### config.mk
export PLATFORM = sky130hd
export DESIGN_NAME = pld_hint_unit
export DESIGN_NICKNAME = d
export VERILOG_FILES = /design/src/rtl/pld_hint_pkg.sv /design/src/rtl/pld_fixed_dec.sv /design/src/rtl/pld_var_dec.sv /design/src/rtl/pld_index_shifter.sv /design/src/rtl/pld_addr_gen.sv /design/src/rtl/pld_hint_unit.sv
export SDC_FILE = /design/constraint.sdc
export NUM_CORES = 1
export LEC_CHECK = 0
export BUFFER_PORTS_ARGS = -buffer_cell sky130_fd_sc_hd__buf_4
export CAP_MARGIN = 5
export CORE_MARGIN = 4
export CORE_UTILIZATION = 34
export CTS_CLUSTER_SIZE = 12
export DETAILED_ROUTE_END_ITERATION = 10
export SYNTH_ARGS = -nofsm -noshare
export SYNTH_HDL_FRONTEND = slang
export SYNTH_SLANG_ARGS = --single-unit
### constraint.sdc
create_clock -name clk -period 1.5 [get_ports clk]
set_input_delay 0.075 -clock clk [delete_from_list [all_inputs] [get_ports clk]]
set_output_delay 0.075 -clock clk [all_outputs]
set_load 0.02 [all_outputs]
### src/rtl/pld_hint_pkg.sv
package pld_hint_pkg;

  localparam int SH_AMT_W = 6;

  localparam logic [7:0] FIX_OPC_HI = 8'hF7;
  localparam logic [1:0] FIX_OPC_MID = 2'b01;
  localparam logic [9:0] VAR_OPC_HI = 10'b1111100000;
  localparam logic [3:0] REG_ALL_ONES = 4'hF;

  typedef enum logic [2:0] {
    SH_LSL,
    SH_LSR,
    SH_ASR,
    SH_ROR,
    SH_RRX
  } shift_kind_e;

  typedef struct packed {
    logic                fmt_ok;
    logic                literal;
    logic                is_write;
    logic                is_add;
    logic                unpred;
    shift_kind_e         kind;
    logic [SH_AMT_W-1:0] amt;
  } pld_dec_t;

endpackage

### src/rtl/pld_fixed_dec.sv
module pld_fixed_dec
  import pld_hint_pkg::*;
(
  input  logic [31:0] insn,
  output pld_dec_t    dec
);

  logic       u_bit;
  logic       r_bit;
  logic [3:0] rn_f;
  logic [3:0] rm_f;
  logic [4:0] imm5_f;
  logic [1:0] stype_f;
  logic       unused_sbo;

  assign u_bit      = insn[23];
  assign r_bit      = insn[22];
  assign rn_f       = insn[19:16];
  assign imm5_f     = insn[11:7];
  assign stype_f    = insn[6:5];
  assign rm_f       = insn[3:0];
  assign unused_sbo = ^insn[15:12];

  always_comb begin
    dec          = '0;
    dec.fmt_ok   = (insn[31:24] == FIX_OPC_HI) &&
                   (insn[21:20] == FIX_OPC_MID) && !insn[4];
    dec.literal  = 1'b0;
    dec.is_write = !r_bit;
    dec.is_add   = u_bit;
    dec.unpred   = (rm_f == REG_ALL_ONES) ||
                   ((rn_f == REG_ALL_ONES) && !r_bit);
    unique case (stype_f)
      2'b00: begin
        dec.kind = SH_LSL;
        dec.amt  = {1'b0, imm5_f};
      end
      2'b01: begin
        dec.kind = SH_LSR;
        dec.amt  = (imm5_f == 5'd0) ? 6'd32 : {1'b0, imm5_f};
      end
      2'b10: begin
        dec.kind = SH_ASR;
        dec.amt  = (imm5_f == 5'd0) ? 6'd32 : {1'b0, imm5_f};
      end
      default: begin
        if (imm5_f == 5'd0) begin
          dec.kind = SH_RRX;
          dec.amt  = 6'd1;
        end else begin
          dec.kind = SH_ROR;
          dec.amt  = {1'b0, imm5_f};
        end
      end
    endcase
  end

endmodule

### src/rtl/pld_var_dec.sv
module pld_var_dec
  import pld_hint_pkg::*;
(
  input  logic [31:0] insn,
  output pld_dec_t    dec
);

  logic       first_ok;
  logic       second_ok;
  logic       base_is_pc;
  logic [3:0] rm_f;
  logic [1:0] imm2_f;

  assign first_ok   = (insn[31:22] == VAR_OPC_HI) && insn[20];
  assign second_ok  = (insn[15:12] == REG_ALL_ONES) && (insn[11:6] == 6'd0);
  assign base_is_pc = (insn[19:16] == REG_ALL_ONES);
  assign imm2_f     = insn[5:4];
  assign rm_f       = insn[3:0];

  always_comb begin
    dec          = '0;
    dec.literal  = first_ok && base_is_pc;
    dec.fmt_ok   = first_ok && (base_is_pc || second_ok);
    dec.is_write = insn[21];
    dec.is_add   = 1'b1;
    dec.unpred   = (rm_f == REG_ALL_ONES) && !base_is_pc;
    dec.kind     = SH_LSL;
    dec.amt      = {{(SH_AMT_W-2){1'b0}}, imm2_f};
  end

endmodule

### src/rtl/pld_index_shifter.sv
module pld_index_shifter
  import pld_hint_pkg::*;
#(
  parameter int W = 32
) (
  input  logic [W-1:0]        val,
  input  shift_kind_e         kind,
  input  logic [SH_AMT_W-1:0] amt,
  input  logic                carry_in,
  output logic [W-1:0]        shifted
);

  localparam int DW = 2 * W;

  logic [31:0]   amt_w;
  logic [31:0]   rot_w;
  logic          too_far;
  logic [DW-1:0] dbl;
  logic [W-1:0]  asr_res;

  assign amt_w   = 32'(amt);
  assign too_far = (amt_w >= 32'(W));
  assign rot_w   = amt_w % 32'(W);
  assign dbl     = {val, val} >> rot_w;
  assign asr_res = $signed(val) >>> amt_w;

  always_comb begin
    unique case (kind)
      SH_LSL:  shifted = too_far ? '0 : (val << amt_w);
      SH_LSR:  shifted = too_far ? '0 : (val >> amt_w);
      SH_ASR:  shifted = too_far ? {W{val[W-1]}} : asr_res;
      SH_ROR:  shifted = dbl[W-1:0];
      SH_RRX:  shifted = {carry_in, val[W-1:1]};
      default: shifted = '0;
    endcase
  end

endmodule

### src/rtl/pld_addr_gen.sv
module pld_addr_gen #(
  parameter int W            = 32,
  parameter bit SHARED_ADDER = 1'b1
) (
  input  logic [W-1:0] base,
  input  logic [W-1:0] offset,
  input  logic         is_add,
  output logic [W-1:0] addr
);

  generate
    if (SHARED_ADDER) begin : g_shared
      logic [W-1:0] opnd;
      logic [W-1:0] cin;
      assign opnd = offset ^ {W{!is_add}};
      assign cin  = W'(!is_add);
      assign addr = base + opnd + cin;
    end else begin : g_split
      logic [W-1:0] sum;
      logic [W-1:0] diff;
      assign sum  = base + offset;
      assign diff = base - offset;
      assign addr = is_add ? sum : diff;
    end
  endgenerate

endmodule

### src/rtl/pld_hint_unit.sv
module pld_hint_unit
  import pld_hint_pkg::*;
#(
  parameter int XLEN         = 32,
  parameter bit SHARED_ADDER = 1'b1
) (
  input  logic            clk,
  input  logic            rst_n,
  input  logic            in_valid,
  input  logic            enc_sel,
  input  logic [31:0]     insn,
  input  logic [XLEN-1:0] base_val,
  input  logic [XLEN-1:0] index_val,
  input  logic            carry_in,
  output logic            hint_valid,
  output logic            hint_write,
  output logic [XLEN-1:0] hint_addr,
  output logic            unpred_flag,
  output logic            literal_redirect,
  output logic            undef_enc
);

  localparam int RST_STAGES = 2;

  logic [RST_STAGES-1:0] rst_pipe;
  logic                  rst_q_n;

  always_ff @(posedge clk or negedge rst_n) begin
    if (!rst_n) rst_pipe <= '0;
    else        rst_pipe <= {rst_pipe[RST_STAGES-2:0], 1'b1};
  end
  assign rst_q_n = rst_pipe[RST_STAGES-1];

  pld_dec_t dec_fix;
  pld_dec_t dec_var;
  pld_dec_t dec_sel;

  pld_fixed_dec u_fix_dec (.insn(insn), .dec(dec_fix));
  pld_var_dec   u_var_dec (.insn(insn), .dec(dec_var));

  assign dec_sel = enc_sel ? dec_var : dec_fix;

  logic [XLEN-1:0] offset;
  logic [XLEN-1:0] addr_calc;

  pld_index_shifter #(.W(XLEN)) u_shift (
    .val      (index_val),
    .kind     (dec_sel.kind),
    .amt      (dec_sel.amt),
    .carry_in (carry_in),
    .shifted  (offset)
  );

  pld_addr_gen #(.W(XLEN), .SHARED_ADDER(SHARED_ADDER)) u_agen (
    .base   (base_val),
    .offset (offset),
    .is_add (dec_sel.is_add),
    .addr   (addr_calc)
  );

  logic            issue_d;
  logic            undef_d;
  logic            redir_d;
  logic            unpred_d;
  logic            write_d;
  logic [XLEN-1:0] addr_d;

  logic            hint_valid_q;
  logic            hint_write_q;
  logic [XLEN-1:0] hint_addr_q;
  logic            unpred_q;
  logic            redir_q;
  logic            undef_q;

  always_comb begin
    undef_d  = in_valid && !dec_sel.fmt_ok;
    redir_d  = in_valid && dec_sel.fmt_ok && dec_sel.literal;
    unpred_d = in_valid && dec_sel.fmt_ok && !dec_sel.literal && dec_sel.unpred;
    issue_d  = in_valid && dec_sel.fmt_ok && !dec_sel.literal && !dec_sel.unpred;
    write_d  = hint_write_q;
    addr_d   = hint_addr_q;
    if (issue_d) begin
      write_d = dec_sel.is_write;
      addr_d  = addr_calc;
    end
  end

  always_ff @(posedge clk or negedge rst_q_n) begin
    if (!rst_q_n) begin
      hint_valid_q <= 1'b0;
      hint_write_q <= 1'b0;
      hint_addr_q  <= '0;
      unpred_q     <= 1'b0;
      redir_q      <= 1'b0;
      undef_q      <= 1'b0;
    end else begin
      hint_valid_q <= issue_d;
      hint_write_q <= write_d;
      hint_addr_q  <= addr_d;
      unpred_q     <= unpred_d;
      redir_q      <= redir_d;
      undef_q      <= undef_d;
    end
  end

  assign hint_valid       = hint_valid_q;
  assign hint_write       = hint_write_q;
  assign hint_addr        = hint_addr_q;
  assign unpred_flag      = unpred_q;
  assign literal_redirect = redir_q;
  assign undef_enc        = undef_q;

endmodule

## Word level (Yosys, flattened, before mapping)

Cells that the tools add are included.

| storage, ports and cells | value |
|---|---|
| bits in registers | 39 |
| input port bits | 101 |
| word-level logic and storage cells | 62 |
| output and inout bits | 37 |

| operators by class | value |
|---|---|
| add/subtract/negate cells | 2 |
| reduce and logical (&&, ||, !) cells | 27 |
| shifts and indexed selects | 4 |
| multiplexer cells | 8 |
| bitwise operators | 1 |
| $lt $le $gt $ge | 1 |
| equal/unequal tests | 12 |

Operator list:

| operator | count |
|---|---|
| case mux 32 bit (5 select lines) | 1 |
| two-way mux 32 bit | 3 |
| right shift 64 x 5 -> 32 bit | 1 |
| adder 32 x 1 -> 32 bit | 1 |
| adder 32 bit | 1 |
| << shifter 32 x 6 -> 32 bit | 1 |
| right shift 32 x 6 -> 32 bit | 1 |
| >>> shifter 32 x 6 -> 32 bit | 1 |
| XOR 32 bit | 1 |
| case mux 9 bit (3 select lines) | 1 |
| logical AND 1 bit | 14 |
| two-way mux 14 bit | 1 |
| equality test 4 bit, second input constant | 3 |
| equality test 10 bit, second input constant | 1 |
| two-way mux 9 bit | 1 |
| equality test 8 bit, second input constant | 1 |
| zero test 1 bit | 7 |
| equality test 3 x 2 -> 1 bit, second input constant | 2 |
| >= comparator 6 bit, second input constant | 1 |
| zero test 6 bit | 1 |
| two-way mux 6 bit | 1 |
| zero test 5 bit | 1 |
| equality test 2 x 1 -> 1 bit, second input constant | 2 |
| equality test 3 x 1 -> 1 bit, second input constant | 1 |
| 5 further kinds | 6 |

## Depth between registers and ports, before layout

Gate-level depths: netlist (run 1).

| depth | value |
|---|---|
| word-level depth | 11 |
| depth in mapped cells | 29 |
| mapped depth without buffers | 23 |

## Modules after synthesis

A second synthesis (run 1) with hierarchy kept.

| unflattened totals | value |
|---|---|
| cells, all modules | 1,208 |
| area total of the unflattened synthesis | 9,934.5 um2 |

Modules (own cells, without submodules):

| module | sequential area each (um2) | times used | area an instance (um2) | cells an instance |
|---|---|---|---|---|
| pld_index_shifter | 0.0 | 1 | 5,745.5 | 770 |
| pld_addr_gen | 0.0 | 1 | 2,127.0 | 286 |
| pld_hint_unit | 975.9 | 1 | 1,736.7 | 102 |
| pld_var_dec | 0.0 | 1 | 166.4 | 25 |
| pld_fixed_dec | 0.0 | 1 | 158.9 | 25 |

## Least setup slack after synthesis (run 1)

No wires, ideal clock.

| timing | value |
|---|---|
| kind | input-to-reg |
| start | input enc_sel |
| end | register hint_addr_q[30] (netlist: hint_addr[30]) |
| slack | -3.718 ns |
| cell stages on the path | 25 |
| data required time | 1.358 ns |
| arrival | 5.076 ns |
| setup time | 0.142 ns |
| path buffers | 6 |
| path through | buf_6 > mux2_2 > a31oi_1 > buf_4 > buf_4 > buf_4 > buf_4 > buf_2 > mux2i_1 > o21ai_0 > a211oi_1 > o21ai_0 > xnor2_1 > fa_1 > nor2b_1 > o21ai_0 > a21boi_0 > o21bai_1 > a21o_1 > nand4_1 > a31oi_1 > o21ai_1 > a311oi_1 > o311ai_0 > o211ai_1 |

| on the way | value |
|---|---|
| word-level cells in the longest chain between the ends | 7 |
| elaborated cells on any way between the ends | 24 |
| classes of those cells | add/sub (2); order compare (1); eq/ne (4); shift (4); mux (5); bitwise (1); reduce/logical (7) |

RTL lines:

| item | line | RTL |
|---|---|---|
| start, declared | pld_hint_unit.sv:10 | `input logic enc_sel,` |
| two-way mux 14 bit (*) | pld_hint_unit.sv:41 | `assign dec_sel = enc_sel ? dec_var : dec_fix;` |
| >>> shifter 32 x 6 -> 32 bit, or another cell as far along | pld_index_shifter.sv:25 | `assign asr_res = $signed(val) >>> amt_w;` |
| two-way mux 32 bit (on tied branches) | pld_index_shifter.sv:31, pld_index_shifter.sv:29, pld_index_shifter.sv:30 |  |
| case mux 32 bit (5 select lines) | pld_index_shifter.sv:28 | `unique case (kind)` |
| XOR 32 bit | pld_addr_gen.sv:15 | `assign opnd = offset ^ {W{!is_add}};` |
| adder 32 bit | pld_addr_gen.sv:17 | `assign addr = base + opnd + cin;` |
| adder 32 x 1 -> 32 bit | pld_addr_gen.sv:17 |  |
| end signal, assigned | pld_hint_unit.sv:99 | `hint_addr_q <= addr_d;` |
| end, declared | pld_hint_unit.sv:70 | `logic [XLEN-1:0] hint_addr_q;` |

Mark *: on every way between the ends. The rest lies on a longest branch, timed or not.
A chain may end at the register's enable or synchronous reset.

## Final worst setup path (run 1)

| timing | value |
|---|---|
| start | input enc_sel |
| end | register hint_addr_q[13] (netlist: hint_addr[13]) |

Same word-level chain as after synthesis.

==> impl_metrics.env, run 1 <==
export IMPL_worstSkewPairLatency_ns=0.29
export IMPL_ioPinCount=138
export IMPL_max_freq_ghz=0.213
export IMPL_path_clk_slew_ns=0.06
export IMPL_vias_per_cell=5.74
export IMPL_critPathTopFamily="compound AO/OA/AOI/OAI gates"
export IMPL_netlist_area_leader_share_pct=20.4
export IMPL_fin_util_pct=59.6
export IMPL_cp_max_fo=8
export IMPL_maxCapViolCount=0
export IMPL_slowest_delay_ns=0.42
export IMPL_wirelength_um=45300
export IMPL_fin_worst_skew_ns=0.00550
export IMPL_status="finished with violations"
export IMPL_grt_ovfl_total=0
export IMPL_final_cell_mix="buf_4 (604), nand2_1 (136), mux2i_1 (132), nor2_1 (88), a21oi_1 (77)"
export IMPL_root_buffer="clkbuf_16"
export IMPL_setup_viol=35
export IMPL_dr_pass1_iters=6
export IMPL_clockBufferDepth=2
export IMPL_ys_ff_latch=39
export IMPL_synth_edff_count=0
export IMPL_clock_sink_count=39
export IMPL_syn_to_final_growth_pct=72.5
export IMPL_grt_max_degree=41
export IMPL_cp_data_required_time_ns=1.68
export IMPL_hold_viol_final=0
export IMPL_n_antenna_cell=0
export IMPL_worst_pin_slew_ns=1.31
export IMPL_grt_usage_pct=32.2
export IMPL_p_total_w=0.0104
export IMPL_ys_flop_type="dfrtp_1"
export IMPL_violations="negative setup slack"
export IMPL_final_common_cell="buf_4"
export IMPL_syn_inst=1142
export IMPL_worst_slack_ns=-3.19
export IMPL_num_vias=11634
export IMPL_die_h_um=165
export IMPL_wl_per_cell_um=22.4
export IMPL_leakage_nw=7.08
export IMPL_die_area_sq_um=27200
export IMPL_post_route_drc_count=0
export IMPL_cts_tree="done"
export IMPL_grt_pass1_wl_um=67400
export IMPL_crit_buf_inv=6
export IMPL_rsz0062_at_grt="true"
export IMPL_finalCritPeriodShare_pct=312
export IMPL_start_kind="input pin"
export IMPL_cp_arrival_ns=4.87
export IMPL_nets=1837
export IMPL_drt_iter0_markers=1149
export IMPL_slew_headroom_pct=11.8
export IMPL_syn_area_per_cell_sq_um=7.33
export IMPL_crit_type="input pin to register"
export IMPL_die_w_um=165
export IMPL_grt_pass1_vias=11666
export IMPL_min_path_type="input pin to register"
export IMPL_ir_worst_vdd_uv=616
export IMPL_synth_area_top_cells="mux2i_1 (20%), dfrtp_1 (12%), nand2_1 (6.4%)"
export IMPL_drtAntennaViolNets=0
export IMPL_antenna_found_initial=0
export IMPL_numPortBuffers=137
export IMPL_cts_made_buffers=5
export IMPL_ys_types=78
export IMPL_ys_async_sr_fraction_pct=100
export IMPL_power_density_nw_per_um2=723
export IMPL_finalCriticalPeriod_ns=4.69
export IMPL_synth_nets=1276
export IMPL_start_util_pct=34.5
export IMPL_ys_seq_area_share_pct=11.7
export IMPL_slowest_stage="mux2i_1"
export IMPL_rows=57
export IMPL_synth_area_sq_um=8370
export IMPL_yosysWarnings=0
export IMPL_htree_levels=2
export IMPL_dpl_hpwl_um=37200
export IMPL_layout_drive_gt1_share_pct=47.7
export IMPL_post_place_ws_ns=-3.68
export IMPL_core_area_sq_um=24200
export IMPL_synth_top_area_cell="mux2i_1"
export IMPL_routabilityCongestion=1.14
export IMPL_worstSetupEndpointType="register"
export IMPL_drv_slew=0
[cells in the mapped netlist, types with 3 or more instances]
| master | number |
|---|---|
| nor3b_1 | 3 |
| a2111oi_0 | 4 |
| dfrtp_1 | 39 |
| nor2b_1 | 9 |
| a21boi_0 | 10 |
| ha_1 | 32 |
| a221o_1 | 9 |
| inv_1 | 13 |
| nand2_1 | 143 |
| a21oi_1 | 94 |
| a31oi_1 | 12 |
| buf_4 | 5 |
| or3_1 | 10 |
| o21ai_0 | 90 |
| o21a_1 | 5 |
| mux2_2 | 14 |
| buf_2 | 11 |
| o22ai_1 | 6 |
| or2_2 | 5 |
| o221ai_1 | 8 |
| mux4_2 | 12 |
| xor2_1 | 20 |
| nor2_1 | 92 |
| a32oi_1 | 7 |
| a211oi_1 | 9 |
| mux2i_1 | 171 |
| nor3_1 | 33 |
| o21ai_1 | 5 |
| clkbuf_1 | 57 |
| nor4_1 | 3 |
| and3_1 | 6 |
| and2_1 | 9 |
| a221oi_1 | 11 |
| a21o_1 | 22 |
| o31ai_1 | 7 |
| a22oi_1 | 12 |
| nand3_1 | 26 |
| nand2b_1 | 6 |
| o211ai_1 | 12 |
| buf_1 | 10 |
| xnor2_1 | 33 |
| nand4_1 | 9 |
| o21bai_1 | 4 |
[worst reg2reg max path, stage by stage (launching register included)]
cell	delay, ns
dfrtp_1	0.38
nand2_1	0.07
o41ai_1	0.06
a31oi_1	0.14
o211ai_1	0.11
[stage by stage]
stage | TNS, ns | hold slack (ns) | std cells | instance area (sq um)
2_1_floorplan | -82.71 | -0.221 | 1142 | 8660
3_3_place_gp | -100.58 | -0.142 | 1977 | 13200
4_1_cts | -83.90 | 0.0115 | 2010 | 14200
3_5_place_dp | -102.28 | -0.141 | 1977 | 13200
5_1_grt | -93.23 | 0.0355 | 2028 | 14400
6_report | -87.43 | 0.0128 | 2028 | 14400
[report_power, final]
part	leakage, nW	switching (W)	internal (W)
clock	0.0868	0.000428	0.000827
combinational	6.46	0.00405	0.00408
sequential	0.538	0.00000483	0.00106
total	7.08	0.00448	0.00597
[flip-flops by register name, indices dropped and copies added (netlist names)]
name              count
hint_write            1
hint_addr            32
undef_enc             1
literal_redirect      1
rst_pipe              2
unpred_flag           1
hint_valid            1
[metal layers]
metal  share of wire [%]  track usage [%]
met1                  40             40.2
met2                  46             54.6
met3                 6.8             2.80
met4                 7.2             18.2
met5                   0                0
[kinds of logic (layout without fill, tap and decap cells)]
kind of cell | after synthesis | after routing | synth area share, %
adders and majority gates | 33 | 33 | 5.02
buffers and inverters | 99 | 661 | 5.01
other | 1 | 1 | 0.0448
AOI/OAI and AO/OA | 356 | 356 | 27.5
and+or+nand+nor | 363 | 363 | 19.5
xor gates and xnor gates | 53 | 53 | 5.54
DFF | 39 | 39 | 11.7
muxes | 198 | 198 | 25.7
[final cells by class]
cell class                 instances  area, sq um
fill                            2289         9810
multi-input combinational       1004         7740
timing repair buffer             639         5090
sequential                        39          976
tap                              324          405
clock buffer                       6          139
inverter                          14         53.8
clock inverter                     2         35.0
[final timing paths]
path                                     from               end  slack, ns  cells after the start
worst max-delay path                  enc_sel     hint_addr[13]      -3.19                     25
min in group asynchronous               rst_n       rst_pipe[0]       0.11                      2
worst min register to register    rst_pipe[1]         undef_enc       0.28                      1
max in group asynchronous         rst_pipe[1]     hint_addr[25]       0.87                      1
worst max register to register  hint_addr[19]     hint_addr[19]       0.62                      4
worst min-delay path                 in_valid  literal_redirect       0.01                      2
[what timing repair did]
| action | CTS | global route |
|---|---|---|
| pin swaps | 36 | 35 |
| setup buffers | 25 | 18 |
| hold buffers | 1 | 0 |
| endpoints found under the hold margin | 2 | 0 |
| resized for setup | 128 | 32 |
| endpoints found under the setup margin | 36 | 37 |
| cloned | 1 | 1 |
Power figures use the tool's default switching activity.
==> inputs of run 2 (changes only) <==
SYNTH_HIERARCHICAL = 1   (was unset)
==> run 2 against run 1 <==
Compared with the run above: the run still ends with negative setup slack left; clock-buffer cell count shrank 1; clock power shrank 4%; die area grew 18%; global-route usage grew 2.5 points; clock skew shrank 0.0011 ns; cell count grew 8.6%; critical path type unchanged; highest routed layer unchanged.
==> impl_metrics.env, run 2 <==
export IMPL_maxCapViolCount=0
export IMPL_grt_pass1_vias=12997
export IMPL_netlist_area_leader_share_pct=9.82
export IMPL_hold_viol_final=0
export IMPL_synth_area_sq_um=9930
export IMPL_dpl_hpwl_um=47500
export IMPL_ys_async_sr_fraction_pct=100
export IMPL_worstSkewPairLatency_ns=0.29
export IMPL_routabilityCongestion=1.06
export IMPL_worstHoldEndpoint="literal_redirect"
export IMPL_syn_area_per_cell_sq_um=8.22
export IMPL_cts_made_buffers=5
export IMPL_path_clk_slew_ns=0.06
export IMPL_root_buffer="clkbuf_16"
export IMPL_ys_ff_latch=39
export IMPL_drt_iter0_markers=1198
export IMPL_r2r_end="hint_addr[30]"
export IMPL_worst_slack_ns=-3.20
export IMPL_wl_per_cell_um=26.4
export IMPL_start_kind="input pin"
export IMPL_wirelength_um=58200
export IMPL_setup_viol=37
export IMPL_min_path_type="input pin to register"
export IMPL_seq_area_sq_um=976
export IMPL_clockBufferDepth=2
export IMPL_grt_usage_pct=34.7
export IMPL_syn_to_final_growth_pct=67.1
export IMPL_synth_edff_count=0
export IMPL_final_cell_mix="buf_4 (659), nand2_1 (114), nor2_1 (78), a21oi_1 (68), mux2i_1 (58)"
export IMPL_ys_top_cells_by_count="nand2_1 (122), a21oi_1 (90), nor2_1 (84)"
export IMPL_violations="negative setup slack"
export IMPL_die_w_um=179
export IMPL_antenna_found_initial=0
export IMPL_die_area_sq_um=32000
export IMPL_ys_types=101
export IMPL_dp_cells=2124
export IMPL_fin_util_pct=57.7
export IMPL_grt_ovfl_total=0
export IMPL_nets=1954
export IMPL_crit_buf_inv=4
export IMPL_n_antenna_cell=0
export IMPL_final_common_cell="buf_4"
export IMPL_finalCritPeriodShare_pct=313
export IMPL_synth_top_area_cell="dfrtp_1"
export IMPL_drv_slew=0
export IMPL_cp_arrival_ns=4.88
export IMPL_fin_worst_skew_ns=0.00437
export IMPL_post_place_ws_ns=-3.73
export IMPL_vias_per_cell=5.83
export IMPL_rsz0062_at_grt="true"
export IMPL_start_util_pct=34.5
export IMPL_cts_tree="done"
export IMPL_grt_pass1_wl_um=82700
export IMPL_cp_max_fo=8
export IMPL_post_route_drc_count=0
export IMPL_hold_depth=2
export IMPL_ys_seq_area_share_pct=9.82
export IMPL_crit_type="input pin to register"
export IMPL_r2r_start="hint_addr[30]"
export IMPL_power_density_nw_per_um2=806
export IMPL_critPathTopFamily="multiplexers"
export IMPL_num_vias=12843
export IMPL_rows=62
export IMPL_r2r_setup_slack_ns=0.71
export IMPL_slew_headroom_pct=55.6
export IMPL_largest_reg_flops=32
export IMPL_timing_critical_path_mode_cell="mux2_4"
export IMPL_ir_worst_vdd_uv=563
export IMPL_grt_max_degree=41
export IMPL_worst_pin_slew_ns=0.661
export IMPL_drtAntennaViolNets=0
export IMPL_leakage_nw=7.75
export IMPL_ys_flop_type="dfrtp_1"
export IMPL_worstSetupEndpointType="register"
export IMPL_yosysWarnings=6
export IMPL_clock_sink_count=39
export IMPL_syn_inst=1208
export IMPL_synth_area_top_cells="dfrtp_1 (9.8%), mux4_2 (9.7%), mux2_2 (7.5%)"
export IMPL_min_from="in_valid"
export IMPL_core_area_sq_um=28800
export IMPL_multiInputGateArea_sq_um=9030
export IMPL_r2r_cells=1
export IMPL_yosysMostFrequentCell="nand2_1"
export IMPL_fillers=2600
export IMPL_cp_data_required_time_ns=1.68
export IMPL_numPortBuffers=137
export IMPL_slowest_stage="mux4_2"
export IMPL_path_cells="buf_6 -> nor3_4 -> a41o_1 -> mux2_4 -> buf_12 -> buf_12 -> buf_4 -> mux4_2 -> mux2_4 -> mux2_4 -> o21ai_2 -> a21o_1 -> nand2_2 -> and2b_2 -> or2_4 -> fa_2 -> nor2b_4 -> o21bai_2 -> a21oi_2 -> o31a_4 -> o221ai_4 -> o21a_1 -> o311a_1 -> mux2_4"
export IMPL_status="finished with violations"
export IMPL_slowest_delay_ns=0.51
export IMPL_max_freq_ghz=0.213
export IMPL_die_h_um=179
export IMPL_whs_ns=0.0278
export IMPL_finalCriticalPeriod_ns=4.70
export IMPL_htree_levels=2
export IMPL_dr_pass1_iters=6
export IMPL_layout_drive_gt1_share_pct=56.1
export IMPL_ioPinCount=138
export IMPL_p_total_w=0.0134
export IMPL_fin_cells=2203
[run 2: where the power goes]
| part | internal (W) | switching (W) |
|---|---|---|
| combinational | 0.00564 | 0.00547 |
| clock | 0.000774 | 0.000426 |
| sequential | 0.00106 | 0.00000354 |
| total | 0.00748 | 0.00590 |
[run 2: area by class of cell]
| type | count | area share [%] |
|---|---|---|
| Multi-Input combinational cell | 1034 | 54.4 |
| Timing Repair Buffer | 720 | 35.4 |
| Sequential cell | 39 | 5.88 |
| Tap cell | 384 | 2.89 |
| Clock buffer | 5 | 0.754 |
| Inverter | 19 | 0.460 |
| Clock inverter | 2 | 0.226 |
[run 2: cell families (layout without fill, tap and decap cells)]
group	count (synthesis)	in the layout	synth area share, %
fa+ha+maj	34	34	4.36
other cells	4	10	0.151
mux	216	217	30.2
compound gates	362	362	25.9
buf+inv	142	746	7.19
xor+xnor	62	62	5.47
flops	39	39	9.82
simple gates	349	349	16.9
[run 2: timing repair]
item | CTS | global route
pin swaps | 59 | 44
endpoints found under the setup margin | 37 | 37
endpoints found under the hold margin | 2 | 0
setup buffers | 48 | 22
hold buffers | 1 | 0
gates cloned | 2 | 2
resized for setup | 135 | 70
[run 2: metrics by stage]
| stage | area [sq um] | TNS [ns] |
|---|---|---|
| floorplan | 10000 | -83.70 |
| global placement | 14900 | -109.63 |
| detailed placement | 14900 | -110.79 |
| CTS | 16100 | -90.56 |
| global route | 16600 | -99.92 |
| finish | 16600 | -95.38 |
[run 2: routing by layer]
metal	vias up	track usage, %	part of all wire [%]
li1	5827	-	-
met1	6204	42.5	40
met2	648	60.0	47
met3	164	3.42	6.5
met4	0	18.7	6.6
met5	-	0	0
[run 2: worst max-delay path by stage]
stage | start | endpoint | cells after the start
final | insn[8] | hint_addr[30] | 24
after global routing | insn[8] | hint_addr[30] | 24
after CTS | insn[11] | hint_addr[20] | 24
after detailed placement | insn[11] | hint_addr[20] | 22
after global placement | insn[11] | hint_addr[29] | 22
after floorplan | insn[11] | hint_addr[30] | 22
